**config.mk**
```make
export PLATFORM = sky130hd
export DESIGN_NAME = fm_interval_timers
export DESIGN_NICKNAME = d
export VERILOG_FILES = /design/src/rtl/fmt_pkg.sv /design/src/rtl/fmt_regs.sv /design/src/rtl/fmt_down_timer.sv /design/src/rtl/fmt_flags.sv /design/src/rtl/fmt_csm_key.sv /design/src/rtl/fm_interval_timers.sv
export SDC_FILE = /design/constraint.sdc
export NUM_CORES = 1
export LEC_CHECK = 0
export ABC_AREA = 1
export BUFFER_PORTS_ARGS = -buffer_cell sky130_fd_sc_hd__buf_2
export CORE_MARGIN = 2
export CORE_UTILIZATION = 55
export CTS_BUF_LIST = sky130_fd_sc_hd__clkbuf_8
export DETAILED_ROUTE_END_ITERATION = 8
export HOLD_SLACK_MARGIN = 0.05
export PLACE_DENSITY_LB_ADDON = 0.2
export SLEW_MARGIN = 20
export SYNTH_ARGS = -nofsm -noshare
export SYNTH_HDL_FRONTEND = slang
export SYNTH_SLANG_ARGS = --single-unit
```
**constraint.sdc**
```tcl
create_clock -name clk -period 3.24 [get_ports clk]
set_clock_uncertainty 0.1 [all_clocks]
set_input_delay 0.162 -clock clk [delete_from_list [all_inputs] [get_ports clk]]
set_output_delay 0.162 -clock clk [all_outputs]
set_load 0.01 [all_outputs]
```
**src/rtl/fmt_pkg.sv**
```systemverilog
package fmt_pkg;

    localparam logic [7:0] ADDR_TA_HI = 8'h24;
    localparam logic [7:0] ADDR_TA_LO = 8'h25;
    localparam logic [7:0] ADDR_TB    = 8'h26;
    localparam logic [7:0] ADDR_CTRL  = 8'h27;

    localparam logic [1:0] MODE_CSM   = 2'd2;

    typedef enum logic { TMR_IDLE, TMR_RUN } tmr_state_e;
    typedef enum logic { KEY_IDLE, KEY_HELD } key_state_e;

    // Field layout of the control byte (bit positions matter to software)
    typedef struct packed {
        logic [1:0] mode;   // 7:6
        logic       clr_b;  // 5
        logic       clr_a;  // 4
        logic       en_b;   // 3
        logic       en_a;   // 2
        logic       run_b;  // 1
        logic       run_a;  // 0
    } ctrl_t;

endpackage

```
**src/rtl/fmt_regs.sv**
```systemverilog
module fmt_regs
    import fmt_pkg::*;
#(
    parameter int A_HI_W = 8,
    parameter int A_LO_W = 2,
    parameter int B_W    = 8,
    localparam int A_W   = A_HI_W + A_LO_W
) (
    input  logic           clk,
    input  logic           rst_n,
    input  logic           wr_en,
    input  logic [7:0]     wr_addr,
    input  logic [7:0]     wr_data,
    output logic [A_W-1:0] ta_val,
    output logic [B_W-1:0] tb_val,
    output ctrl_t          ctrl_q,
    output ctrl_t          ctrl_in,
    output logic           ctrl_wr
);

    logic hi_wr, lo_wr, b_wr;

    always_comb begin
        hi_wr   = wr_en && (wr_addr == ADDR_TA_HI);
        lo_wr   = wr_en && (wr_addr == ADDR_TA_LO);
        b_wr    = wr_en && (wr_addr == ADDR_TB);
        ctrl_wr = wr_en && (wr_addr == ADDR_CTRL);
        ctrl_in = ctrl_t'(wr_data);
    end

    // Timer A value: two independently written parts
    always_ff @(posedge clk or negedge rst_n) begin
        if (!rst_n) begin
            ta_val <= '0;
        end else begin
            if (hi_wr) ta_val[A_W-1:A_LO_W] <= wr_data[A_HI_W-1:0];
            if (lo_wr) ta_val[A_LO_W-1:0]   <= wr_data[A_LO_W-1:0];
        end
    end

    always_ff @(posedge clk or negedge rst_n) begin
        if (!rst_n)    tb_val <= '0;
        else if (b_wr) tb_val <= wr_data[B_W-1:0];
    end

    // Control: clear bits are strobes and are never stored
    always_ff @(posedge clk or negedge rst_n) begin
        if (!rst_n) begin
            ctrl_q <= '0;
        end else if (ctrl_wr) begin
            ctrl_q       <= ctrl_in;
            ctrl_q.clr_a <= 1'b0;
            ctrl_q.clr_b <= 1'b0;
        end
    end

endmodule

```
**src/rtl/fmt_down_timer.sv**
```systemverilog
module fmt_down_timer
    import fmt_pkg::*;
#(
    parameter int CNT_W = 11
) (
    input  logic             clk,
    input  logic             rst_n,
    input  logic             tick,
    input  logic             run_en,
    input  logic [CNT_W-1:0] period,
    output logic             ovf,
    output logic             running
);

    localparam logic [CNT_W-1:0] CNT_ONE = CNT_W'(1);

    tmr_state_e       state_q, state_d;
    logic [CNT_W-1:0] cnt_q, cnt_d;

    // State register
    always_ff @(posedge clk or negedge rst_n) begin
        if (!rst_n) begin
            state_q <= TMR_IDLE;
            cnt_q   <= '0;
        end else begin
            state_q <= state_d;
            cnt_q   <= cnt_d;
        end
    end

    // Next state: start / wrap / halt
    always_comb begin
        state_d = state_q;
        cnt_d   = cnt_q;
        unique case (state_q)
            TMR_IDLE: begin
                if (run_en) begin
                    state_d = TMR_RUN;
                    cnt_d   = period;
                end
            end
            TMR_RUN: begin
                if (!run_en) begin
                    state_d = TMR_IDLE;
                end else if (tick) begin
                    if (cnt_q == CNT_ONE) cnt_d = period;
                    else                  cnt_d = cnt_q - CNT_ONE;
                end
            end
            default: state_d = TMR_IDLE;
        endcase
    end

    // Outputs
    always_comb begin
        running = (state_q == TMR_RUN);
        ovf     = running && run_en && tick && (cnt_q == CNT_ONE);
    end

endmodule

```
**src/rtl/fmt_flags.sv**
```systemverilog
module fmt_flags #(
    parameter int N = 2
) (
    input  logic         clk,
    input  logic         rst_n,
    input  logic [N-1:0] ovf,
    input  logic [N-1:0] en,
    input  logic [N-1:0] clr,
    output logic [N-1:0] flag,
    output logic         irq
);

    for (genvar i = 0; i < N; i++) begin : g_flag
        always_ff @(posedge clk or negedge rst_n) begin
            if (!rst_n)                flag[i] <= 1'b0;
            else if (clr[i])           flag[i] <= 1'b0;
            else if (ovf[i] && en[i])  flag[i] <= 1'b1;
        end
    end

    always_comb irq = |flag;

endmodule

```
**src/rtl/fmt_csm_key.sv**
```systemverilog
module fmt_csm_key
    import fmt_pkg::*;
(
    input  logic       clk,
    input  logic       rst_n,
    input  logic       ovf_a,
    input  logic [1:0] mode_q,
    input  logic       ctrl_wr,
    input  logic [1:0] mode_in,
    output logic       key_pulse,
    output logic       key_on,
    output logic       recalc
);

    key_state_e state_q, state_d;
    logic       leave, strike;

    always_comb begin
        leave  = ctrl_wr && (mode_in != MODE_CSM);
        strike = ovf_a && (mode_q == MODE_CSM) && !leave;
    end

    // State register
    always_ff @(posedge clk or negedge rst_n) begin
        if (!rst_n) state_q <= KEY_IDLE;
        else        state_q <= state_d;
    end

    // Next state: strike / release
    always_comb begin
        state_d = state_q;
        unique case (state_q)
            KEY_IDLE: if (strike) state_d = KEY_HELD;
            KEY_HELD: if (leave)  state_d = KEY_IDLE;
            default:              state_d = KEY_IDLE;
        endcase
    end

    // Registered outputs
    always_ff @(posedge clk or negedge rst_n) begin
        if (!rst_n) begin
            key_pulse <= 1'b0;
            recalc    <= 1'b0;
        end else begin
            key_pulse <= strike;
            recalc    <= ctrl_wr && (mode_in != mode_q);
        end
    end

    always_comb key_on = (state_q == KEY_HELD);

endmodule

```
**src/rtl/fm_interval_timers.sv**
```systemverilog
module fm_interval_timers
    import fmt_pkg::*;
#(
    parameter int A_HI_W     = 8,
    parameter int A_LO_W     = 2,
    parameter int B_W        = 8,
    parameter int B_DIV_LOG2 = 4
) (
    input  logic       clk,
    input  logic       rst_n,
    input  logic       wr_en,
    input  logic [7:0] wr_addr,
    input  logic [7:0] wr_data,
    input  logic       tick,
    output logic       flag_a,
    output logic       flag_b,
    output logic       irq,
    output logic [1:0] ch3_mode,
    output logic       ch3_recalc,
    output logic       csm_key_pulse,
    output logic       csm_key_on
);

    localparam int A_W     = A_HI_W + A_LO_W;
    localparam int A_CNT_W = A_W + 1;
    localparam int B_CNT_W = B_W + 1 + B_DIV_LOG2;

    logic [A_W-1:0]     ta_val;
    logic [B_W-1:0]     tb_val;
    ctrl_t              ctrl_q, ctrl_in;
    logic               ctrl_wr;
    logic [A_CNT_W-1:0] period_a;
    logic [B_CNT_W-1:0] period_b;
    logic               run_a, run_b, en_a, en_b;
    logic               ovf_a, ovf_b, busy_a, busy_b;
    logic [1:0]         flags;

    fmt_regs #(.A_HI_W(A_HI_W), .A_LO_W(A_LO_W), .B_W(B_W)) u_regs (
        .clk(clk), .rst_n(rst_n), .wr_en(wr_en), .wr_addr(wr_addr),
        .wr_data(wr_data), .ta_val(ta_val), .tb_val(tb_val),
        .ctrl_q(ctrl_q), .ctrl_in(ctrl_in), .ctrl_wr(ctrl_wr)
    );

    always_comb begin
        period_a = A_CNT_W'(1 << A_W) - A_CNT_W'(ta_val);
        period_b = (B_CNT_W'(1 << B_W) - B_CNT_W'(tb_val)) << B_DIV_LOG2;
        run_a    = ctrl_wr ? ctrl_in.run_a : ctrl_q.run_a;
        run_b    = ctrl_wr ? ctrl_in.run_b : ctrl_q.run_b;
        en_a     = ctrl_q.en_a;
        en_b     = ctrl_q.en_b;
        ch3_mode = ctrl_q.mode;
    end

    fmt_down_timer #(.CNT_W(A_CNT_W)) u_tmr_a (
        .clk(clk), .rst_n(rst_n), .tick(tick), .run_en(run_a),
        .period(period_a), .ovf(ovf_a), .running(busy_a)
    );

    fmt_down_timer #(.CNT_W(B_CNT_W)) u_tmr_b (
        .clk(clk), .rst_n(rst_n), .tick(tick), .run_en(run_b),
        .period(period_b), .ovf(ovf_b), .running(busy_b)
    );

    fmt_flags #(.N(2)) u_flags (
        .clk(clk), .rst_n(rst_n),
        .ovf({ovf_b, ovf_a}),
        .en({en_b, en_a}),
        .clr({ctrl_wr && ctrl_in.clr_b, ctrl_wr && ctrl_in.clr_a}),
        .flag(flags), .irq(irq)
    );

    always_comb begin
        flag_a = flags[0];
        flag_b = flags[1];
    end

    fmt_csm_key u_key (
        .clk(clk), .rst_n(rst_n), .ovf_a(ovf_a), .mode_q(ctrl_q.mode),
        .ctrl_wr(ctrl_wr), .mode_in(ctrl_in.mode),
        .key_pulse(csm_key_pulse), .key_on(csm_key_on), .recalc(ch3_recalc)
    );

endmodule

```
**Yosys cells after proc, flatten, opt, wreduce, memory -nomap -nowiden**

Index checks and enable logic that the tools add are counted.

- Input port bits: 20
- Bits in latches: 0
- Word-level logic and storage cells: 84
- Output and inout bits: 8
- Memory bits (read-only): 0
- Bits in writable memories: 0
- Register bits after elaboration: 55
- Memories: 0

- Mux-type cells: 21
- Divide/modulo/power cells: 0
- Shift operators: 0
- Multipliers: 0
- Order comparisons: 0
- Reductions and logical operators: 24
- $add $sub $neg: 4
- Equality and inequality tests: 15
- Bitwise logic cells: 3

Operators by type and width:

| kind | count |
|---|---|
| $mux W13 | 4 |
| $mux W11 | 4 |
| $eq A8 B6 Y1 const B | 4 |
| $pmux W13 S2 | 1 |
| $pmux W11 S2 | 1 |
| $logic_and A1 B1 Y1 | 18 |
| $eq A13 B1 Y1 const B | 1 |
| $sub A13 B1 Y13 const B | 1 |
| $eq A11 B1 Y1 const B | 1 |
| $sub A11 B1 Y11 const B | 1 |
| $sub A11 B10 Y11 const A | 1 |
| $mux W1 | 10 |
| $sub A9 B8 Y9 const A | 1 |
| $ne A2 B1 Y1 const B | 4 |
| $ne A2 B2 Y1 const B | 3 |
| $reduce_and A3 Y1 | 2 |
| $reduce_bool A2 Y1 | 2 |
| $not A1 Y1 | 3 |
| $eq A2 B2 Y1 const B | 1 |
| $ne A2 B2 Y1 | 1 |
| $pmux W1 S2 | 1 |
| $reduce_or A2 Y1 | 1 |
| $logic_not A1 Y1 | 1 |

**Depth between registers and ports, before layout**

Gate-level depths: netlist of the first run.

- Depth in word-level cells: 10
- Gate-level depth with buffers: 11
- Mapped depth without buffers: 11

**Cells and area by module**

From an unflattened synthesis of the first run, not the netlist that was laid out.

- Cells, all modules: 560
- Area, all modules: 3834.9 um2

By module, submodules not included:

| module | area an instance (um2) | seq. area each (um2) | times used | cells each |
|---|---|---|---|---|
| fmt_regs | 1186.1 | 600.6 | 1 | 132 |
| fmt_down_timer at u_tmr_b | 1086.0 | 350.3 | 1 | 170 |
| fmt_down_timer at u_tmr_a | 898.4 | 300.3 | 1 | 143 |
| fm_interval_timers | 429.2 | 0.0 | 1 | 84 |
| fmt_csm_key | 148.9 | 75.1 | 1 | 22 |
| fmt_flags | 86.3 | 50.0 | 1 | 9 |

**Least setup slack after synthesis of the first run**

OpenSTA, ideal clock, no wires.

- Path kind: reg-to-reg
- Start: reg u_tmr_a.cnt_q[1]
- End: reg u_tmr_a.cnt_q[1]
- Data required time: 3.021 ns
- Buffers on the path: 1
- Arrival: 1.305 ns
- Clock period less this slack: 1.525 ns
- Setup slack: 1.715 ns
- Stages on the path, launching flop included: 11
- Cells stage by stage: dfrtp_1 inv_1 ha_1 nand2_1 nor2_1 nand3_2 nand2_2 buf_4 o21ai_0 nand2_1 o21ai_2

- Word-level cells in the longest chain between the ends: 5

Ends and longest elaborated chain:

| what | line | RTL |
|---|---|---|
| start: declaration | fmt_down_timer.sv:18 | `logic [CNT_W-1:0] cnt_q, cnt_d;` |
| start signal: assignment | fmt_down_timer.sv:27 | `cnt_q <= cnt_d;` |
| $sub A11 B1 Y11 / $eq A11 B1 Y1 (equally long branches) | fmt_down_timer.sv:47, fmt_down_timer.sv:46 |  |
| $mux W11 * | fmt_down_timer.sv:46 | `if (cnt_q == CNT_ONE) cnt_d = period;` |
| $mux W11 * | fmt_down_timer.sv:45 | `end else if (tick) begin` |
| $mux W11 * | fmt_down_timer.sv:43 | `if (!run_en) begin` |
| $pmux W11 S2 * | fmt_down_timer.sv:35 | `unique case (state_q)` |

Mark *: on every way between the ends. The rest lies on a longest branch, timed or not. The select of a mux whose other input is x is not followed.
A chain may end at the register's enable or synchronous reset.

**Final worst setup path of the first run**

- Start: reg u_tmr_a.cnt_q[1]
- End: reg u_tmr_a.cnt_q[2]

Same word-level chain as after synthesis.

==> results of run 1 <==
-- how the worst max path moves through the flow --
stage                           from                to  depth (start not counted)  slack, ns
floorplan           u_tmr_a.cnt_q[1]  u_tmr_a.cnt_q[1]                         10       1.72
global placement          wr_addr[3]  u_tmr_b.cnt_q[0]                         10       1.37
detailed placement        wr_addr[3]  u_tmr_b.cnt_q[0]                         10       1.31
CTS                 u_tmr_a.cnt_q[1]  u_tmr_a.cnt_q[2]                         11       1.45
global route        u_tmr_a.cnt_q[1]  u_tmr_a.cnt_q[2]                         11       1.20
finish              u_tmr_a.cnt_q[1]  u_tmr_a.cnt_q[2]                         11       1.43
-- critical path, delay by kind of cell, from the launching register on --
family | cells | cell delay, ns
simple gates | 7 | 0.70
buf+inv | 2 | 0.29
flops | 1 | 0.38
fa+ha+maj | 1 | 0.16
compound gates | 1 | 0.07
-- power breakdown --
| group | internal (mW) | total, mW | switching, mW |
|---|---|---|---|
| Combinational | 0.351 | 0.948 | 0.597 |
| Clock | 0.235 | 0.482 | 0.247 |
| Sequential | 0.821 | 0.961 | 0.140 |
| Total | 1.41 | 2.39 | 0.984 |
-- routing by layer --
layer  up-vias  track usage, %  part of all wire [%]
li1       1538               -                     -
met1      1375            33.5                    48
met2        70            40.5                    46
met3        15            4.13                   3.7
met4         0            8.50                   1.9
met5         -               0                     0
-- registers in the layout, indices dropped and copies added (netlist names) --
name and flops:
u_key.recalc 1, u_regs.ctrl_q 6, u_tmr_a.running 1, u_tmr_b.running 1, u_tmr_b.cnt_q 13, u_regs.ta_val 10
u_key.key_on 1, u_key.key_pulse 1, u_tmr_a.cnt_q 11, u_regs.tb_val 8, u_flags.flag 2
-- layout make-up --
| type | instances | area share [%] |
|---|---|---|
| clock buffer | 5 | 1.87 |
| clock inverter | 3 | 1.29 |
| inverter | 66 | 6.74 |
| multi-input combinational | 343 | 45.7 |
| sequential | 55 | 37.5 |
| tap | 75 | 2.55 |
| timing repair buffer | 30 | 4.43 |
-- per-stage QoR --
step / setup slack [ns] / hold WS (ns) / power, mW
5_1_grt: 1.20 / 0.0873 / 2.60
4_1_cts: 1.45 / 0.0564 / 2.40
3_5_place_dp: 1.31 / 0.230 / 1.91
3_3_place_gp: 1.37 / 0.222 / 1.88
2_1_floorplan: 1.72 / -0.234 / 1.70
6_report: 1.43 / 0.0607 / 2.39
-- cells in the mapped netlist (all sizes together) --
cell type / number
xnor2: 4
o21ai: 47
nand2: 158
clkbuf: 3
nor3: 3
nor2: 50
a21oi: 5
xor2: 10
nand3: 45
a41oi: 1
nand4: 10
dfrtp: 55
or2: 1
nand3b: 2
ha: 6
inv: 66
a31oi: 1
buf: 7
-- kinds of logic (layout without fill, tap and decap cells) --
logic type,after synthesis,in the layout,synth area share (%)
xor gates and xnor gates,14,14,3.64
DFF,55,55,40.8
buffers and inverters,76,104,9.39
and+or+nand+nor,269,269,35.1
adders and majority gates,6,6,2.23
AOI/OAI and AO/OA,54,54,8.83
==> out/qor.csv, run 1 <==
metric,value,unit
status,"complete, no violations",
cp_max_fo,16,
multiInputGateArea,1680,µm²
ys_types,29,
design_area,3670,µm²
grt_max_degree,40,
core.rowCount,28,
p_leak,1.94,nW
area_delta_synth_final,9.02,%
cts_resized,0,
cts-root-buf,clkbuf_8,
clock_path_buffers,2,
syn_inst,474,
drv_slew,0,
drive_gt1_share,12.7,%
insertion_delay,0.31,ns
setup_violations,0,
worstMarginPinSlew,0.862,ns
hpwl,5.64,mm
netlist_area,3370,µm²
syn_nets,500,
drcViolationCount,0,
reg2reg_slack,1.43,ns
finalHoldViolations,0,
core,5920,µm²
ys_top_cells_by_area,"dfrtp_1, nand2_1, inv_1",
antenna_found_initial,0,
hold_path_startpoint,wr_data[7],
cts_sinks,55,
fill_cells,550,
wl_per_cell,13.1,µm
final_cells,577,
final_util,62.1,%
path_class,register to register,
hold_buffers,2,
ys_seq_area_share,40.8,%
ir_drop,0.000323,V
place_area,3540,µm²
whs_endpoint,u_regs.ctrl_q[7],
place_inst,567,
first_global_vias,2842,
postCtsSetupRepairBufs,0,
viasPerCell,5.20,
crit_arrival,1.93,ns
gp_congestion,0.881,
dieHeight,82.3,µm
final_common_cell,nand2_1,
num-nets-final,527,
drt_wl_total,7.53,mm
syn_area_per_cell,7.11,µm²
die_w,82.3,µm
critPathMaxStageDelay,0.38,ns
rsz0062_at_grt,false,
powerDensity,651,nW/µm²
yosysTopAreaCell,dfrtp_1,
hold_path_class,primary input to register,
dr.pass1.iters,5,
die_area,6770,µm²
io_pins,28,
end_kind,register,
critPathRequiredTime,3.36,ns
maxSlewHeadroom,42.6,%
htreeDepth,2,
fin_crit,1.81,ns
ys.warnings.count,0,
holdPathStages,3,
crit_top_cell,nand2_1,
final_cell_mix,"nand2_1, inv_1, dfrtp_1, nor2_1, nand3_1",
grt_use_total,24.8,%
fin_crit_sh,55.8,%
seq_area,1380,µm²
initial_core_util,56.9,%
cts.clk_slew.worst_paths,0.11,ns
drt_iter0_drc,236,
ant_nets,0,
final.setup.tns,0,ns
portBuffers,27,
grt_overflow,0,
crit_chain,"inv_1, ha_1, nand2_1, nor2_1, nand3_2, nand2_2, inv_1, nand2_1, o21ai_0, nand2_1, nand2_1",
vias,2998,
fmax,553,MHz
synth_top_area_share,40.8,%
r2r_end,u_tmr_a.cnt_q[2],
grt_pass1_wl,12.9,mm
cts_inserted_buffers,5,
rr_worst_depth,11,
ys_ff_latch,55,
start_kind,register,
r2r_start,u_tmr_a.cnt_q[1],
cts_tree,yes,
num_antenna_cells,0,
cap_violations,0,
slowest_stage,dfrtp_1,
No activity file was read; power rests on OpenSTA's default activity.
==> run 2, diff against run 1 <==
==> constraint.sdc (replaced) <==
create_clock -name clk -period 1.65 [get_ports clk]
set_clock_uncertainty 0.1 [all_clocks]
set_input_delay 0.0825 -clock clk [delete_from_list [all_inputs] [get_ports clk]]
set_output_delay 0.0825 -clock clk [all_outputs]
set_load 0.01 [all_outputs]
==> run 2 against run 1 <==
  * The flow now finishes with violations (negative setup slack)
  * Design area increased by 12%
  * Power increased by 120%
  * Sequential share of layout area fell by 3.9 points
  * Fmax is 6.6% higher
  * Routed wire length increased by 3.6%
  * Via count grew 5.2%
  * Combinational power grew 140%
  * First-iteration DRC count shrank 35%
  * Die area did not move
  * Critical path type unchanged
==> out/qor.csv, run 2 (same netlist as run 1, synthesis figures left out) <==
metric,value,unit,change
final_cell_mix,"nand2_1, inv_1, dfrtp_1, nor2_1, nand3_1",,unchanged
multiInputGateArea,1810,µm²,was 1680 µm²
grt_max_degree,56,,was 40
initial_core_util,56.9,%,unchanged
crit_chain,"inv_2, ha_4, nand2_2, nor2_2, nand3_2, nand2_4, buf_12, nand2_1, o21ai_1, nand2_1, o21ai_2",,"was inv_1, ha_1, nand2_1, nor2_1, nand3_2, nand2_2, inv_1, nand2_1, o21ai_0, nand2_1, nand2_1"
maxSlewHeadroom,68.2,%,was 42.6%
reg2reg_slack,-0.05,ns,was 1.43 ns
dr.pass1.iters,4,,was 5
cts-root-buf,clkbuf_8,,unchanged
drv_slew,0,,unchanged
drt-met1-wl,3.65,mm,was 3.64 mm
core.rowCount,28,,unchanged
final_common_cell,nand2_1,,unchanged
fin_crit_sh,103,%,was 55.8%
critPathMaxStageDelay,0.40,ns,was 0.38 ns
hold_slack,0.0578,ns,was 0.0607 ns
die_area,6770,µm²,unchanged
cts.clk_slew.worst_paths,0.11,ns,about the same
largest_register_ffs,13,,unchanged
area_delta_synth_final,21.9,%,was 9.02%
max_flop_register,u_tmr_b.cnt_q,,unchanged
drt_wl_total,7.80,mm,was 7.53 mm
wl_per_cell,12.8,µm,was 13.1 µm
drt_iter0_drc,153,,was 236
num-nets-final,559,,was 527
cp_max_fo,7,,was 16
status,"complete, but fails checks",,"was complete, no violations"
drive_gt1_share,23.4,%,was 12.7%
top_layer,met4,,unchanged
cts_tree,yes,,unchanged
powerDensity,1260,nW/µm²,was 651 nW/µm²
fill_cells,495,,was 550
portBuffers,27,,unchanged
cap_violations,0,,unchanged
grt_overflow,0,,unchanged
num_antenna_cells,0,,unchanged
route.met3.wl,316,µm,was 279 µm
rr_worst_depth,11,,unchanged
place_inst,588,,was 567
ant_nets,0,,unchanged
design_area,4110,µm²,was 3670 µm²
route.met2.wl,3.63,mm,was 3.46 mm
crit_top_cell,nand2_1,,unchanged
cts_sinks,55,,unchanged
dieHeight,82.3,µm,unchanged
insertion_delay,0.32,ns,was 0.31 ns
ir_drop,0.000649,V,was 0.000323 V
seq_area,1380,µm²,about the same
start_kind,register,,unchanged
finalHoldViolations,0,,unchanged
worst_slack,-0.0468,ns,was 1.43 ns
antenna_found_initial,0,,unchanged
crit_arrival,1.86,ns,was 1.93 ns
cts_inserted_buffers,5,,unchanged
grt_use_total,25.4,%,was 24.8%
fmax,589,MHz,was 553 MHz
hold_path_class,primary input to register,,unchanged
place_area,3720,µm²,was 3540 µm²
core,5920,µm²,unchanged
htreeDepth,2,,unchanged
rsz0062_at_grt,true,,was false
top_regs,"u_tmr_b.cnt_q: 13 flops, u_tmr_a.cnt_q: 11 flops, u_regs.ta_val: 10 flops",,unchanged
first_global_vias,2990,,"was 2,842"
grt_pass1_wl,13.2,mm,was 12.9 mm
path_class,register to register,,unchanged
slowest_stage,dfrtp_1,,unchanged
drcViolationCount,0,,unchanged
vias,3155,,"was 2,998"
die_w,82.3,µm,unchanged
violations,negative setup slack,,
end_kind,register,,unchanged
setup_violations,10,,was 0
final.setup.tns,-0.220,ns,was 0 ns
io_pins,28,,unchanged
final_cells,609,,was 577
worstMarginPinSlew,0.476,ns,was 0.862 ns
critPathRequiredTime,1.81,ns,was 3.36 ns
r2r_start,u_tmr_a.cnt_q[1],,unchanged
crit_end,u_tmr_a.cnt_q[0],,was u_tmr_a.cnt_q[2]
crit_start,u_tmr_a.cnt_q[1],,unchanged
p_leak,2.11,nW,was 1.94 nW
fin_crit,1.70,ns,was 1.81 ns
r2r_end,u_tmr_a.cnt_q[0],,was u_tmr_a.cnt_q[2]
viasPerCell,5.18,,was 5.20
clock_path_buffers,2,,unchanged
hpwl,5.78,mm,was 5.64 mm
gp_congestion,0.931,,was 0.881
-- run 2: cell types whose count changed in the layout (fill, tap and decap cells not counted), sizes merged --
cell and change:
buf +22, dlygate4sd3 +8, clkbuf +1, clkinv -1, inv +1, nand2 +1
-- run 2: metrics by stage --
stage                     total power [mW]  worst slack, ns  utilization (%)
after floorplan                       3.34            0.125                -
after CTS                             4.91          0.00839             66.7
after global routing                  5.60           -0.128             69.4
after detailed placement              3.93          0.00836             62.8
final                                 5.16          -0.0468             69.4
after global placement                3.88           0.0129             62.8
-- run 2: worst min path at each step --
| stage | depth (start not counted) | to | start | slack (ns) |
|---|---|---|---|---|
| floorplan | 0 | u_flags.flag[0] | rst_n | -0.31 |
| global placement | 2 | u_tmr_b.cnt_q[9] | rst_n | 0.004 |
| detailed placement | 2 | u_tmr_b.cnt_q[8] | rst_n | -0.001 |
| CTS | 5 | u_flags.flag[1] | tick | 0.06 |
| global route | 5 | u_flags.flag[1] | tick | 0.08 |
| finish | 5 | u_flags.flag[1] | tick | 0.06 |
-- run 2: critical path, delay by kind of cell, from the launching register on --
kind | cells | cell delay, ns
flops | 1 | 0.40
compound gates | 2 | 0.14
simple gates | 6 | 0.63
buf+inv | 2 | 0.23
fa+ha+maj | 1 | 0.13
-- run 2: layout make-up --
class	instances	share of cell area (%)
well taps	75	2.28
flip-flops and latches	55	33.5
clock inverters	3	1.22
repair buffers	61	11.1
inverters	66	6.03
multi-input cells	344	44.1
clock buffers	5	1.67
-- run 2: metal layers --
layer	track usage [%]	vias up
li1	-	1617
met1	34.1	1442
met2	41.5	77
met3	4.24	19
met4	9.17	0
met5	0	-
-- run 2: power breakdown --
| part | leakage (nW) | total (mW) | switching, mW | internal, mW |
|---|---|---|---|---|
| sequential | 0.711 | 1.90 | 0.285 | 1.62 |
| combinational | 1.34 | 2.30 | 1.34 | 0.963 |
| clock | 0.0607 | 0.962 | 0.493 | 0.469 |
-- run 2: repair_timing --
action,in CTS,in global routing
gates cloned,0,2
endpoints found under the hold margin,80,0
resized for setup,2,49
setup buffers,0,1
setup endpoints to repair,6,26
hold buffers,10,0
pin swaps,0,10
